## config.mk

```make
export PLATFORM = sky130hd
export DESIGN_NAME = irq_ack_latch
export DESIGN_NICKNAME = d
export VERILOG_FILES = /design/src/rtl/irq_ack_latch_pkg.sv /design/src/rtl/irq_period_timer.sv /design/src/rtl/irq_evt_core.sv /design/src/rtl/irq_rsp_stream.sv /design/src/rtl/irq_ack_latch.sv
export SDC_FILE = /design/constraint.sdc
export NUM_CORES = 1
export LEC_CHECK = 0
export BUFFER_PORTS_ARGS = -buffer_cell sky130_fd_sc_hd__buf_2
export CORE_UTILIZATION = 50
export DETAILED_ROUTE_END_ITERATION = 8
export PLACE_DENSITY = 0.77
export SLEW_MARGIN = 20
export SYNTH_ARGS = -nofsm -noshare
export SYNTH_HDL_FRONTEND = slang
export SYNTH_SLANG_ARGS = --single-unit
```

## constraint.sdc

```tcl
create_clock -name clk -period 2 [get_ports clk]
set_clock_uncertainty 0.15 [all_clocks]
set_input_delay 0.1 -clock clk [delete_from_list [all_inputs] [get_ports clk]]
set_output_delay 0.1 -clock clk [all_outputs]
set_load 0.03 [all_outputs]
```

## src/rtl/irq_ack_latch_pkg.sv

```systemverilog
package irq_ack_latch_pkg;

    typedef enum logic [1:0] {
        OP_ACK      = 2'd0,
        OP_SET_MASK = 2'd1,
        OP_SET_POLL = 2'd2,
        OP_POLL_OFF = 2'd3
    } cmd_op_e;

    localparam int          BIT_PERIPH   = 4;
    localparam int          BIT_AUTO     = 2;
    localparam int          BIT_TICK     = 5;
    localparam logic [7:0]  PERIPH_FLAGS = 8'h14;
    localparam logic [7:0]  TICK_FLAG    = 8'h20;
    localparam logic [7:0]  MASK_RESET   = 8'h30;

    typedef struct packed {
        logic ack;
        logic set_mask;
        logic set_poll;
        logic poll_off;
    } cmd_dec_t;

    function automatic cmd_dec_t decode_cmd(input logic go, input logic [1:0] op,
                                            input logic [2:0] nargs);
        cmd_dec_t d;
        d = '0;
        if (go) begin
            case (cmd_op_e'(op))
                OP_ACK:      d.ack      = (nargs == 3'd0);
                OP_SET_MASK: d.set_mask = (nargs == 3'd1);
                OP_SET_POLL: d.set_poll = (nargs == 3'd2);
                OP_POLL_OFF: d.poll_off = (nargs == 3'd0);
                default:     d = '0;
            endcase
        end
        return d;
    endfunction

    function automatic logic [7:0] ack_clear_bits(input logic [7:0] pend);
        return pend[BIT_PERIPH] ? PERIPH_FLAGS : 8'hFF;
    endfunction

    function automatic logic [7:0] ack_header(input logic [7:0] pend);
        return pend[BIT_PERIPH] ? (pend & PERIPH_FLAGS) : pend;
    endfunction

endpackage

```

## src/rtl/irq_period_timer.sv

```systemverilog
module irq_period_timer #(
    parameter int PERIOD = 8
) (
    input  logic clk,
    input  logic rst,
    input  logic en,
    input  logic restart,
    output logic fire
);
    localparam int            CW   = (PERIOD > 1) ? $clog2(PERIOD) : 1;
    localparam logic [CW-1:0] LAST = CW'(PERIOD - 1);

    logic [CW-1:0] cnt;

    assign fire = en && (cnt == LAST);

    always_ff @(posedge clk) begin
        if (rst) begin
            cnt <= '0;
        end else if (restart || !en || (cnt == LAST)) begin
            cnt <= '0;
        end else begin
            cnt <= cnt + 1'b1;
        end
    end

    generate
        if (PERIOD > 1) begin : g_spacing
            // expiries never fall on consecutive cycles
            p_fire_spacing_r3: assert property (@(posedge clk) disable iff (rst)
                fire |=> !fire)
                else $error("timer fired twice in a row");
        end
    endgenerate

endmodule

```

## src/rtl/irq_evt_core.sv

```systemverilog
module irq_evt_core
    import irq_ack_latch_pkg::*;
#(
    parameter int REPLY_BYTES = 16,
    parameter int LEN_W       = $clog2(REPLY_BYTES + 1)
) (
    input  logic                     clk,
    input  logic                     rst,
    input  logic                     tick_fire,
    input  logic                     poll_fire,
    input  logic                     busy,
    input  logic                     ack_go,
    input  logic                     mask_go,
    input  logic [7:0]               mask_val,
    input  logic [LEN_W-1:0]         poll_len,
    input  logic [REPLY_BYTES*8-1:0] poll_data,
    output logic                     poll_req,
    output logic [7:0]               pend,
    output logic [7:0]               ack_hdr,
    output logic [LEN_W-1:0]         ack_nbytes,
    output logic [REPLY_BYTES*8-1:0] rbuf,
    output logic                     irq_n
);
    localparam logic [LEN_W-1:0] MAX_LEN = LEN_W'(REPLY_BYTES);

    logic [7:0]       mask;
    logic [LEN_W-1:0] rlen;
    logic [LEN_W-1:0] len_c;
    logic             take;
    logic [7:0]       set_bits;
    logic [7:0]       clr_bits;

    assign poll_req   = poll_fire && !pend[BIT_PERIPH] && !busy;
    assign take       = poll_req && (poll_len != '0);
    assign len_c      = (poll_len > MAX_LEN) ? MAX_LEN : poll_len;
    assign set_bits   = (tick_fire ? TICK_FLAG : 8'h00) | (take ? PERIPH_FLAGS : 8'h00);
    assign clr_bits   = ack_go ? ack_clear_bits(pend) : 8'h00;
    assign ack_hdr    = ack_header(pend);
    assign ack_nbytes = pend[BIT_PERIPH] ? rlen : '0;
    assign irq_n      = ~|(pend & mask);

    always_ff @(posedge clk) begin
        if (rst) begin
            pend <= '0;
            mask <= MASK_RESET;
            rlen <= '0;
            rbuf <= '0;
        end else begin
            pend <= (pend & ~clr_bits) | set_bits;
            if (mask_go) begin
                mask <= mask_val;
            end
            if (take) begin
                rlen <= len_c;
                rbuf <= poll_data;
            end else if (ack_go && pend[BIT_PERIPH]) begin
                rlen <= '0;
            end
        end
    end

    p_tick_latch_r3: assert property (@(posedge clk) disable iff (rst)
        tick_fire |=> pend[BIT_TICK])
        else $error("tick not latched");

    p_take_latch_r4: assert property (@(posedge clk) disable iff (rst)
        take |=> (pend[BIT_PERIPH] && pend[BIT_AUTO]))
        else $error("poll capture not latched");

    p_ack_clear_r6: assert property (@(posedge clk) disable iff (rst)
        (ack_go && !pend[BIT_PERIPH] && !tick_fire && !take) |=> (pend == 8'h00))
        else $error("plain acknowledge left bits set");

    p_keep_new_r10: assert property (@(posedge clk) disable iff (rst)
        (ack_go && tick_fire) |=> pend[BIT_TICK])
        else $error("tick lost under acknowledge");

    p_irq_src_r1: assert property (@(posedge clk) disable iff (rst)
        !irq_n |-> (pend != 8'h00))
        else $error("interrupt without pending bit");

endmodule

```

## src/rtl/irq_rsp_stream.sv

```systemverilog
module irq_rsp_stream #(
    parameter int REPLY_BYTES = 16,
    parameter int LEN_W       = $clog2(REPLY_BYTES + 1)
) (
    input  logic                     clk,
    input  logic                     rst,
    input  logic                     start,
    input  logic [7:0]               hdr,
    input  logic [LEN_W-1:0]         nbytes,
    input  logic [REPLY_BYTES*8-1:0] rbuf,
    output logic                     valid,
    output logic [7:0]               data,
    output logic                     last,
    output logic                     busy
);
    localparam int IDX_W = (REPLY_BYTES > 1) ? $clog2(REPLY_BYTES) : 1;

    typedef struct packed {
        logic             valid;
        logic             last;
        logic [7:0]       data;
        logic [IDX_W-1:0] idx;
        logic [LEN_W-1:0] remain;
    } stream_t;

    stream_t    st;
    logic [7:0] bytes [REPLY_BYTES];

    generate
        for (genvar g = 0; g < REPLY_BYTES; g++) begin : g_unpack
            assign bytes[g] = rbuf[g*8 +: 8];
        end
    endgenerate

    assign valid = st.valid;
    assign data  = st.data;
    assign last  = st.last;
    assign busy  = st.valid && !st.last;

    always_ff @(posedge clk) begin
        if (rst) begin
            st <= '0;
        end else if (start) begin
            st.valid  <= 1'b1;
            st.data   <= hdr;
            st.last   <= (nbytes == '0);
            st.idx    <= '0;
            st.remain <= nbytes;
        end else if (st.valid && !st.last) begin
            st.data   <= bytes[st.idx];
            st.idx    <= st.idx + 1'b1;
            st.remain <= st.remain - 1'b1;
            st.last   <= (st.remain == LEN_W'(1));
        end else begin
            st.valid <= 1'b0;
            st.last  <= 1'b0;
        end
    end

    p_stream_cont_r7: assert property (@(posedge clk) disable iff (rst)
        (valid && !last) |=> valid)
        else $error("response stream broke off");

    p_no_start_busy_r7: assert property (@(posedge clk) disable iff (rst)
        busy |-> !start)
        else $error("command accepted mid-stream");

endmodule

```

## src/rtl/irq_ack_latch.sv

```systemverilog
module irq_ack_latch
    import irq_ack_latch_pkg::*;
#(
    parameter int CYC_PER_MS  = 8,
    parameter int TICK_MS     = 1000,
    parameter int POLL_MS     = 30,
    parameter int REPLY_BYTES = 16,
    parameter int LEN_W       = $clog2(REPLY_BYTES + 1)
) (
    input  logic                     clk,
    input  logic                     rst,
    input  logic                     cmd_valid,
    input  logic [1:0]               cmd_op,
    input  logic [2:0]               cmd_nargs,
    input  logic [15:0]              cmd_arg,
    output logic                     cmd_ready,
    output logic                     poll_req,
    input  logic [LEN_W-1:0]         poll_len,
    input  logic [REPLY_BYTES*8-1:0] poll_data,
    output logic                     rsp_valid,
    output logic [7:0]               rsp_data,
    output logic                     rsp_last,
    output logic                     irq_n
);
    localparam int TICK_CYC = TICK_MS * CYC_PER_MS;
    localparam int POLL_CYC = POLL_MS * CYC_PER_MS;

    logic                     busy;
    cmd_dec_t                 dec;
    logic [15:0]              pmask;
    logic                     poll_restart;
    logic                     tick_fire;
    logic                     poll_fire;
    logic [7:0]               pend;
    logic [7:0]               ack_hdr;
    logic [LEN_W-1:0]         ack_nbytes;
    logic [REPLY_BYTES*8-1:0] rbuf;

    assign cmd_ready    = !busy;
    assign dec          = decode_cmd(cmd_valid && !busy, cmd_op, cmd_nargs);
    assign poll_restart = dec.set_poll && (cmd_arg != pmask);

    always_ff @(posedge clk) begin
        if (rst) begin
            pmask <= '0;
        end else if (poll_restart) begin
            pmask <= cmd_arg;
        end else if (dec.poll_off) begin
            pmask <= '0;
        end
    end

    irq_period_timer #(.PERIOD(TICK_CYC)) u_tick (
        .clk(clk), .rst(rst), .en(1'b1), .restart(1'b0), .fire(tick_fire)
    );

    irq_period_timer #(.PERIOD(POLL_CYC)) u_poll (
        .clk(clk), .rst(rst), .en(|pmask), .restart(poll_restart), .fire(poll_fire)
    );

    irq_evt_core #(.REPLY_BYTES(REPLY_BYTES), .LEN_W(LEN_W)) u_core (
        .clk        (clk),
        .rst        (rst),
        .tick_fire  (tick_fire),
        .poll_fire  (poll_fire),
        .busy       (busy),
        .ack_go     (dec.ack),
        .mask_go    (dec.set_mask),
        .mask_val   (cmd_arg[7:0]),
        .poll_len   (poll_len),
        .poll_data  (poll_data),
        .poll_req   (poll_req),
        .pend       (pend),
        .ack_hdr    (ack_hdr),
        .ack_nbytes (ack_nbytes),
        .rbuf       (rbuf),
        .irq_n      (irq_n)
    );

    irq_rsp_stream #(.REPLY_BYTES(REPLY_BYTES), .LEN_W(LEN_W)) u_stream (
        .clk    (clk),
        .rst    (rst),
        .start  (dec.ack),
        .hdr    (ack_hdr),
        .nbytes (ack_nbytes),
        .rbuf   (rbuf),
        .valid  (rsp_valid),
        .data   (rsp_data),
        .last   (rsp_last),
        .busy   (busy)
    );

    p_hdr_flags_r5: assert property (@(posedge clk) disable iff (rst)
        (dec.ack && pend[BIT_PERIPH]) |=> (rsp_valid && (rsp_data == ($past(pend) & PERIPH_FLAGS))))
        else $error("peripheral acknowledge header wrong");

    p_single_byte_r6: assert property (@(posedge clk) disable iff (rst)
        (dec.ack && !pend[BIT_PERIPH]) |=> (rsp_valid && rsp_last && (rsp_data == $past(pend))))
        else $error("plain acknowledge byte wrong");

    p_poll_stop_r9: assert property (@(posedge clk) disable iff (rst)
        (pmask == 16'h0000) |-> !poll_req)
        else $error("poll request with polling stopped");

endmodule

```

==> results of run 1 <==
==> flip-flops by register name (all words and copies together) (netlist names) <==
signal	flops
u_core.mask	8
u_stream.last	1
u_core.pend	8
u_tick.cnt	13
u_stream.st	9
u_poll.cnt	8
u_core.rlen	5
u_core.rbuf	128
u_stream.valid	1
u_stream.data	8
pmask	16
==> metrics by stage <==
stage / cell area, um2 / total power [mW]
after floorplan: 8980 / 4.34
after global placement: 10000 / 4.56
after detailed placement: 10000 / 4.56
after CTS: 12300 / 8.68
after global routing: 12600 / 8.95
final: 12600 / 8.73
==> routing by layer <==
layer,wire length [um],vias up,global-route usage [%],part of all wire (%)
met2,14100,469,50.9,49
met4,1450,0,16.7,5.0
met5,0,-,0,0
met3,2110,120,5.37,7.3
li1,-,4077,-,-
met1,11300,4164,35.9,39
==> logic make-up after synthesis <==
kind of cell	count (synthesis)
AO/OA/AOI/OAI	177
XOR/XNOR	36
adder cells (fa/ha/maj)	5
buffers and inverters	89
flip-flops	205
multiplexers	71
AND/OR/NAND/NOR	424
==> worst register-to-register path: stages, from the launching register on <==
cell and delay [ns]:
dfxtp_1 0.36, nor4_4 0.33, nand4_1 0.15, buf_4 0.18
and3_4 0.24, buf_4 0.17, buf_12 0.13, nand2_1 0.12
a21oi_1 0.08
==> timing repair <==
item	4_1_cts	5_1_grt
endpoints found under the setup margin	101	152
resized for setup	12	30
buffers inserted	5	7
hold endpoints to repair	165	0
pin swaps	4	8
hold buffers	151	0
cloned	0	3
==> synth_stat cells (4+ instances only) <==
cell	n	area, um2
nand4_1	11	68.8
mux2_2	5	56.3
a32oi_1	7	61.3
dfxtp_1	205	4100
mux2i_1	34	340
inv_1	9	33.8
a31oi_1	7	43.8
mux4_2	32	721
xnor2_1	27	236
o221ai_1	7	61.3
nand2b_1	18	113
nor4_1	6	37.5
and3_1	12	75.1
nor3_1	8	40.0
buf_1	7	26.3
a22oi_1	6	45.0
buf_6	16	180
clkbuf_1	26	97.6
ha_1	5	62.6
buf_2	13	65.1
and4_1	5	43.8
xor2_1	9	78.8
nand3_1	13	65.1
nor2_1	47	176
a21oi_1	138	691
and2_1	6	37.5
o21ai_0	4	20.0
nand2_1	285	1070
buf_4	16	120
==> final cells by class <==
cell class                 instances  area share (%)
timing repair buffer             373            23.5
clock buffer                      32            4.98
antenna                            3          0.0595
tap                              225            2.23
inverter                          11           0.367
clock inverter                     6           0.555
multi-input combinational        713            35.7
sequential                       205            32.6
==> final timing paths <==
check             slack [ns]             from  cells past startpoint         endpoint
hold / removal          0.03        cmd_op[0]                      4   u_core.mask[4]
setup / recovery       -0.01         pmask[9]                      8  u_core.rbuf[99]
setup reg to reg       -0.01         pmask[9]                      8  u_core.rbuf[99]
hold reg to reg         0.30  u_core.rbuf[52]                      2  u_core.rbuf[52]
==> power groups by stage <==
stage / sequential [mW] / clock [mW] / combinational [mW]
3_5_place_dp: 4.20 / 0 / 0.367
2_1_floorplan: 4.19 / 0 / 0.144
3_3_place_gp: 4.20 / 0 / 0.369
6_report: 4.11 / 3.98 / 0.644
4_1_cts: 4.11 / 3.98 / 0.599
5_1_grt: 4.11 / 4.16 / 0.683
==> flow_summary.ini, run 1 <==
[place]
hpwl_um = 15600
portBuffers = 169
placed_cells_incl_taps = 1361
gp_congestion = 0.819
pre_cts_slack_ns = -0.0375

[cells_and_area]
finish.utilization_pct = 72.4
layout_common_cells = 285 x nand2_1, 197 x dfxtp_1, 167 x buf_2
fin_nets = 1488
synthToLayoutAreaGrowth_pct = 40.5
seqCellArea_um2 = 4120
fin_cells = 1568
multi_input_area_um2 = 4500
drive_gt1_share_pct = 24.3
final_common_cell = nand2_1
fillCellCount = 1161

[global_route]
first_global_vias = 8688
gr-total-overflow = 0
grt_max_degree = 106
track_usage_pct = 30.0
grt_pass1_wl_um = 43100
antenna_found_initial = 2

[die]
ioPinCount = 170
start_util_pct = 51.5
die-area_um2 = 18500
die_y_um = 136
die_w_um = 136
placementRows = 48
core_um2 = 17400

[detailed_routing]
routedWlPerCell_um = 18.5
wirelength_um = 28900
avgViaCountPerCell = 5.63
vias = 8830
dr.pass1.iters = 5
drc = 0
drt-initial-drc-count = 854
ant_nets = 0

[min_path]
hp-class = primary input to flop

[worst_setup_path]
startpoint_type = flop
end_kind = flop
crit_top_cell = buf_4
critPathRequiredTime_ns = 2.25
slowest_delay_ns = 0.36
critical_path_arrival_ns = 2.26
crit_family = simple AND/OR/NAND/NOR gates
path_max_fanout = 13
slowest_stage = dfxtp_1
worstSetupPathType = flop to flop
path_cells = nor4_4, nand4_1, buf_4, and3_4, buf_4, buf_12, nand2_1, a21oi_1
cp.buffers_inverters = 3

[run_status]
status = finished with violations
violations = setup timing

[logic_synthesis]
syn_area_per_cell_um2 = 8.91
synth-edff-count = 0
synth_fa_ha_area_share_pct = 0.697
synth_ff_type = dfxtp_1
synth_nets = 1169
ys_ff_latch = 205
synth_xor_area_share_pct = 3.51
async_reset_ff_share_pct = 0
yosys.area_share.simple_pct = 20.5
synth_cell_type_count = 49
synthesis.area_um2 = 8980
synth-compound-area-share_pct = 11.1
synth.area.mux_share_pct = 12.4
synth_top_family_by_area = simple AND/OR/NAND/NOR gates
ys_warn_count = 0
syn_inst = 1007
yosysSeqAreaShare_pct = 45.7

[sta]
worst_slew_pin_slew_ns = 0.488
finalCritPeriodShare_pct = 101
clock.fmax_ghz = 0.497
rsz0062_at_grt = yes
setup_ws_ns = -0.0134
fin_setup_tns_ns = -0.0531
slew_viol_final = 0
period_minus_slack_ns = 2.01
hold_viol = 0
slew_headroom_pct = 67.5
whs_ns = 0.0286
setup_viol = 7

[power]
power.density_nw_per_um2 = 692
ir_drop_mv = 0.667
p_int_mw = 6.79
leakagePower_nw = 4.72
seq_power_share_pct = 47.0
swShare_pct = 22.2
p_sw_mw = 1.94
pwr-share-comb_pct = 7.4
clkPwrFrac_pct = 45.6

[clock_network]
cts_tree = done
clock_latency_ns = 0.52
cts.sinks = 205
clk_pin_slew_ns = 0.06
cts_max_path_buffers = 3
cts_made_buffers = 22
cts.htree.levels = 1
cts-root-buf = clkbuf_16

[run]
cap_viol_max_count = 0
No activity file was read; power rests on OpenSTA's default activity.
==> run 2: changes to the inputs <==
REMOVE_ABC_BUFFERS = 1   (was not set)
==> run 2 against run 1 <==
Critical path type is now flop to output port. Power shrank 1.3%. Global-route usage is 1.9 points lower. Core utilization increased by 0.40 points. Largest power group unchanged. Worst hold slack worse by 0.0068 ns. Cell area grew 0.55%. Sequential share of layout area down 0.23 points. Fmax up 1.1%. Largest cell class unchanged. The run now ends clean. Critical endpoint is now poll_req.
==> flow_summary.ini, run 2 (synthesized netlist as in run 1, its figures left out) <==
[run_status]
status = completed

[clock_network]
cts.htree.levels = 1
cts.sinks = 205
cts_tree = done
clk_pin_slew_ns = 0.06
cts_max_path_buffers = 3
cts-root-buf = clkbuf_16
clock_latency_ns = 0.51
cts_made_buffers = 22

[min_path]
hp-class = primary input to flop
hold_start = cmd_op[0]

[place]
gp_congestion = 0.856
portBuffers = 169
placed_cells_incl_taps = 1368
placed_cell_area_um2 = 10100
hpwl_um = 14600

[detailed_routing]
dr.pass1.iters = 6
wirelength_um = 27400
routedWlPerCell_um = 17.4
drc = 0
drt-initial-drc-count = 601
avgViaCountPerCell = 5.52
vias = 8682
ant_nets = 0

[die]
placementRows = 48
start_util_pct = 51.5
core_um2 = 17400
die_w_um = 136
die_y_um = 136
ioPinCount = 170
die-area_um2 = 18500

[power]
ir_drop_mv = 0.713
power.density_nw_per_um2 = 679
leakagePower_nw = 4.70
p_total_mw = 8.61

[sta]
slew_viol_final = 0
finalCritPeriodShare_pct = 99.6
clock.fmax_ghz = 0.502
setup_viol = 0
rsz0062_at_grt = yes
slew_headroom_pct = 53.1
fin_setup_tns_ns = 0
period_minus_slack_ns = 1.99
hold_viol = 0
worst_slew_pin_slew_ns = 0.702

[global_route]
gr-total-overflow = 0
grt_max_degree = 57
track_usage_pct = 28.1
first_global_vias = 8395
antenna_found_initial = 2
grt_pass1_wl_um = 40900

[cells_and_area]
top_regs = u_core.rbuf (128), pmask (16), u_tick.cnt (13)
fin_nets = 1496
synthToLayoutAreaGrowth_pct = 41.3
fin_area_um2 = 12700
drive_gt1_share_pct = 24.3
largest_register = u_core.rbuf
fillCellCount = 1167
largest_reg_flops = 128
fin_cells = 1574
layout_common_cells = 285 x nand2_1, 200 x dfxtp_1, 167 x buf_2
final_common_cell = nand2_1

[worst_setup_path]
reg2reg_depth = 6
reg2reg_slack_ns = 0.008
path_max_fanout = 4
rr_startpoint = u_poll.cnt[6]
startpoint_type = flop
critical_path_arrival_ns = 1.74
worstSetupPathType = flop to output port
end_kind = output port
endpoint = poll_req
critPathRequiredTime_ns = 1.75
r2r_end = u_core.rbuf[83]
critPathLaunch = u_poll.cnt[0]

[run]
cap_viol_max_count = 0
-- run 2: timing repair --
action,4_1_cts,5_1_grt
hold endpoints to repair,159,0
resized for setup,3,32
pin swaps,3,8
gates cloned,0,5
hold buffers,159,0
setup buffers,2,1
setup endpoints to repair,29,165
-- run 2: power breakdown --
part / leakage [nW] / total [mW] / internal, mW / switching, mW
clock network: 0.328 / 3.86 / 2.21 / 1.65
registers: 1.65 / 4.11 / 4.09 / 0.0115
logic: 2.72 / 0.649 / 0.386 / 0.263
-- run 2: how the worst min path moves through the flow --
stage | end | slack [ns] | cells past startpoint
after floorplan | u_core.pend[2] | 0.02 | 1
after global placement | u_core.rbuf[62] | 0.19 | 3
after detailed placement | u_core.rbuf[55] | 0.19 | 3
after CTS | u_core.mask[5] | 0.007 | 4
after global routing | u_core.mask[4] | 0.05 | 4
final | u_core.mask[5] | 0.02 | 4
-- run 2: area by class of cell --
type	count	area (um2)	share of cell area, %
multi-input cells	713	4470	35.3
inverters	11	46.3	0.365
flip-flops and latches	205	4110	32.4
diodes	2	5.00	0.0395
repair buffers	381	3090	24.3
well taps	225	282	2.22
clock buffers	32	638	5.03
clock inverters	5	41.3	0.326
-- run 2: metrics by stage --
| step | hold slack, ns | util, % | setup slack [ns] |
|---|---|---|---|
| final | 0.0218 | 72.8 | 0.00775 |
| after global routing | 0.0504 | 72.8 | -0.0965 |
| after CTS | 0.00667 | 71.3 | -0.0898 |
| after detailed placement | 0.194 | 58.0 | -0.0855 |
| after global placement | 0.192 | 58.0 | -0.0137 |
| after floorplan | 0.0191 | - | -1.73 |
-- run 2: critical path, stage by stage (launching register included) --
cell and delay [ns]:
dfxtp_2 0.35, ha_4 0.13, and3_4 0.18, buf_6 0.10
nand4_1 0.17, nor2_2 0.16, buf_6 0.15
-- run 2: routing by layer --
layer  global-route usage, %  vias up  wire, um
li1                        -     4083         -
met1                    33.0     4080     10500
met2                    50.3      421     13700
met3                    4.51       98      1960
met4                    12.7        0      1180
met5                       0        -         0
==> run 3: changes to the inputs <==
CORE_UTILIZATION = 52   (was 50)
CTS_BUF_LIST = sky130_fd_sc_hd__clkbuf_8   (was not set)
PLACE_DENSITY = 0.8   (was 0.77)
SKIP_CTS_REPAIR_TIMING = 1   (was not set)
==> run 3 against run 2 <==
The run now ends with setup timing left. Count of clock-buffer cells in the layout is 12 higher. Fmax down 6.1%. First-iteration DRC count up 24%. Sequential share of layout area about the same. Via count rose by 3.4%. Clock power fell by 5.4%. Non-clock buffer count grew 7. Die area shrank 3.8%. Largest cell class unchanged. Largest power group unchanged.
==> flow_summary.ini, run 3 (synthesized netlist as in run 1, its figures left out) <==
[clock_network]
cts.sinks = 205
clock_latency_ns = 0.51
cts.htree.levels = 2
cts_tree = done
cts_max_path_buffers = 3
cts_made_buffers = 35
cts-root-buf = clkbuf_8
clk_pin_slew_ns = 0.06

[worst_setup_path]
worstSetupPathType = flop to flop
critical_path_arrival_ns = 2.37
startpoint_type = flop
end_kind = flop
reg2reg_slack_ns = -0.12
rr_startpoint = pmask[5]
r2r_end = u_core.rbuf[47]
reg2reg_depth = 9
critPathRequiredTime_ns = 2.25
path_max_fanout = 27

[place]
gp_congestion = 0.828
portBuffers = 169
hpwl_um = 14600
placed_cell_area_um2 = 10100

[die]
placementRows = 47
die_y_um = 133
core_um2 = 16700
ioPinCount = 170
die_w_um = 133
start_util_pct = 53.7
die-area_um2 = 17800

[global_route]
grt_max_degree = 106
antenna_found_initial = 4
first_global_vias = 7223
grt_pass1_wl_um = 34000
track_usage_pct = 23.6
gr-total-overflow = 0

[cells_and_area]
largest_register = u_core.rbuf
fin_area_um2 = 12700
largest_reg_flops = 128
final_common_cell = nand2_1
fillCellCount = 1047
synthToLayoutAreaGrowth_pct = 41.4
fin_nets = 1516
top_regs = u_core.rbuf (128), pmask (16), u_tick.cnt (13)
drive_gt1_share_pct = 24.3
layout_common_cells = 285 x nand2_1, 200 x dfxtp_1, 167 x buf_2

[min_path]
hold_start = cmd_nargs[2]
hold_depth = 5
hp-class = primary input to flop
whs_endpoint = pmask[13]

[sta]
period_minus_slack_ns = 2.12
finalCritPeriodShare_pct = 106
setup_viol = 32
clock.fmax_ghz = 0.471
worst_slew_pin_slew_ns = 0.597
setup_ws_ns = -0.122
slew_headroom_pct = 60.1
slew_viol_final = 0
hold_viol = 0
fin_setup_tns_ns = -0.695
rsz0062_at_grt = yes

[detailed_routing]
dr.pass1.iters = 6
avgViaCountPerCell = 5.60
wirelength_um = 29200
vias = 8979
routedWlPerCell_um = 18.2
drc = 0
ant_nets = 0
drt-initial-drc-count = 748

[run]
cap_viol_max_count = 0

[run_status]
status = finished with violations
violations = setup timing

[power]
p_total_mw = 8.42
ir_drop_mv = 0.544
leakagePower_nw = 4.80
power.density_nw_per_um2 = 663
==> run 3: layer usage <==
metal	vias up	wire length (um)	track usage (%)
li1	4144	-	-
met1	4229	10800	30.8
met2	479	14800	39.1
met3	127	1960	4.30
met4	0	1590	8.59
met5	-	0	0
==> run 3: stage by stage <==
step | setup slack, ns | hold slack [ns] | instances | utilization, %
after floorplan | -1.73 | 0.0191 | 929 | -
after global placement | 0.00562 | 0.192 | 1360 | 60.4
after detailed placement | -0.0301 | 0.195 | 1360 | 60.4
after CTS | -0.206 | -0.342 | 1421 | 64.4
after global routing | -0.140 | -0.00129 | 1602 | 76.0
final | -0.122 | 0.0122 | 1602 | 76.0
==> run 3: worst max-delay path by stage <==
stage                        startpoint               end  cells past startpoint
final                          pmask[5]   u_core.rbuf[47]                      9
after global routing           pmask[5]  u_core.rbuf[109]                      9
after CTS                 u_poll.cnt[0]          poll_req                      6
after detailed placement       pmask[6]          pmask[9]                      6
after global placement         pmask[6]          pmask[5]                      6
after floorplan           u_stream.last    u_core.rbuf[0]                      6
==> run 3: area by class of cell <==
class	count	area, um2	share of cell area, %
multi-input combinational	713	4410	34.8
sequential	205	4110	32.4
timing repair buffer	388	3160	24.9
clock buffer	44	606	4.77
tap	220	275	2.17
clock inverter	17	71.3	0.562
inverter	11	46.3	0.365
antenna	4	10.0	0.0788
==> run 3: report_power, final <==
part | internal [mW] | switching, mW
clock network | 1.98 | 1.67
logic | 0.390 | 0.268
registers | 4.10 | 0.0120
==> run 3: critical path, stage by stage (launching register included) <==
cell	delay, ns
dfxtp_2	0.33
nor4_2	0.33
buf_4	0.17
nand4_1	0.09
buf_6	0.16
nand3_4	0.10
buf_12	0.16
buf_12	0.17
nand2_1	0.10
a21oi_1	0.27
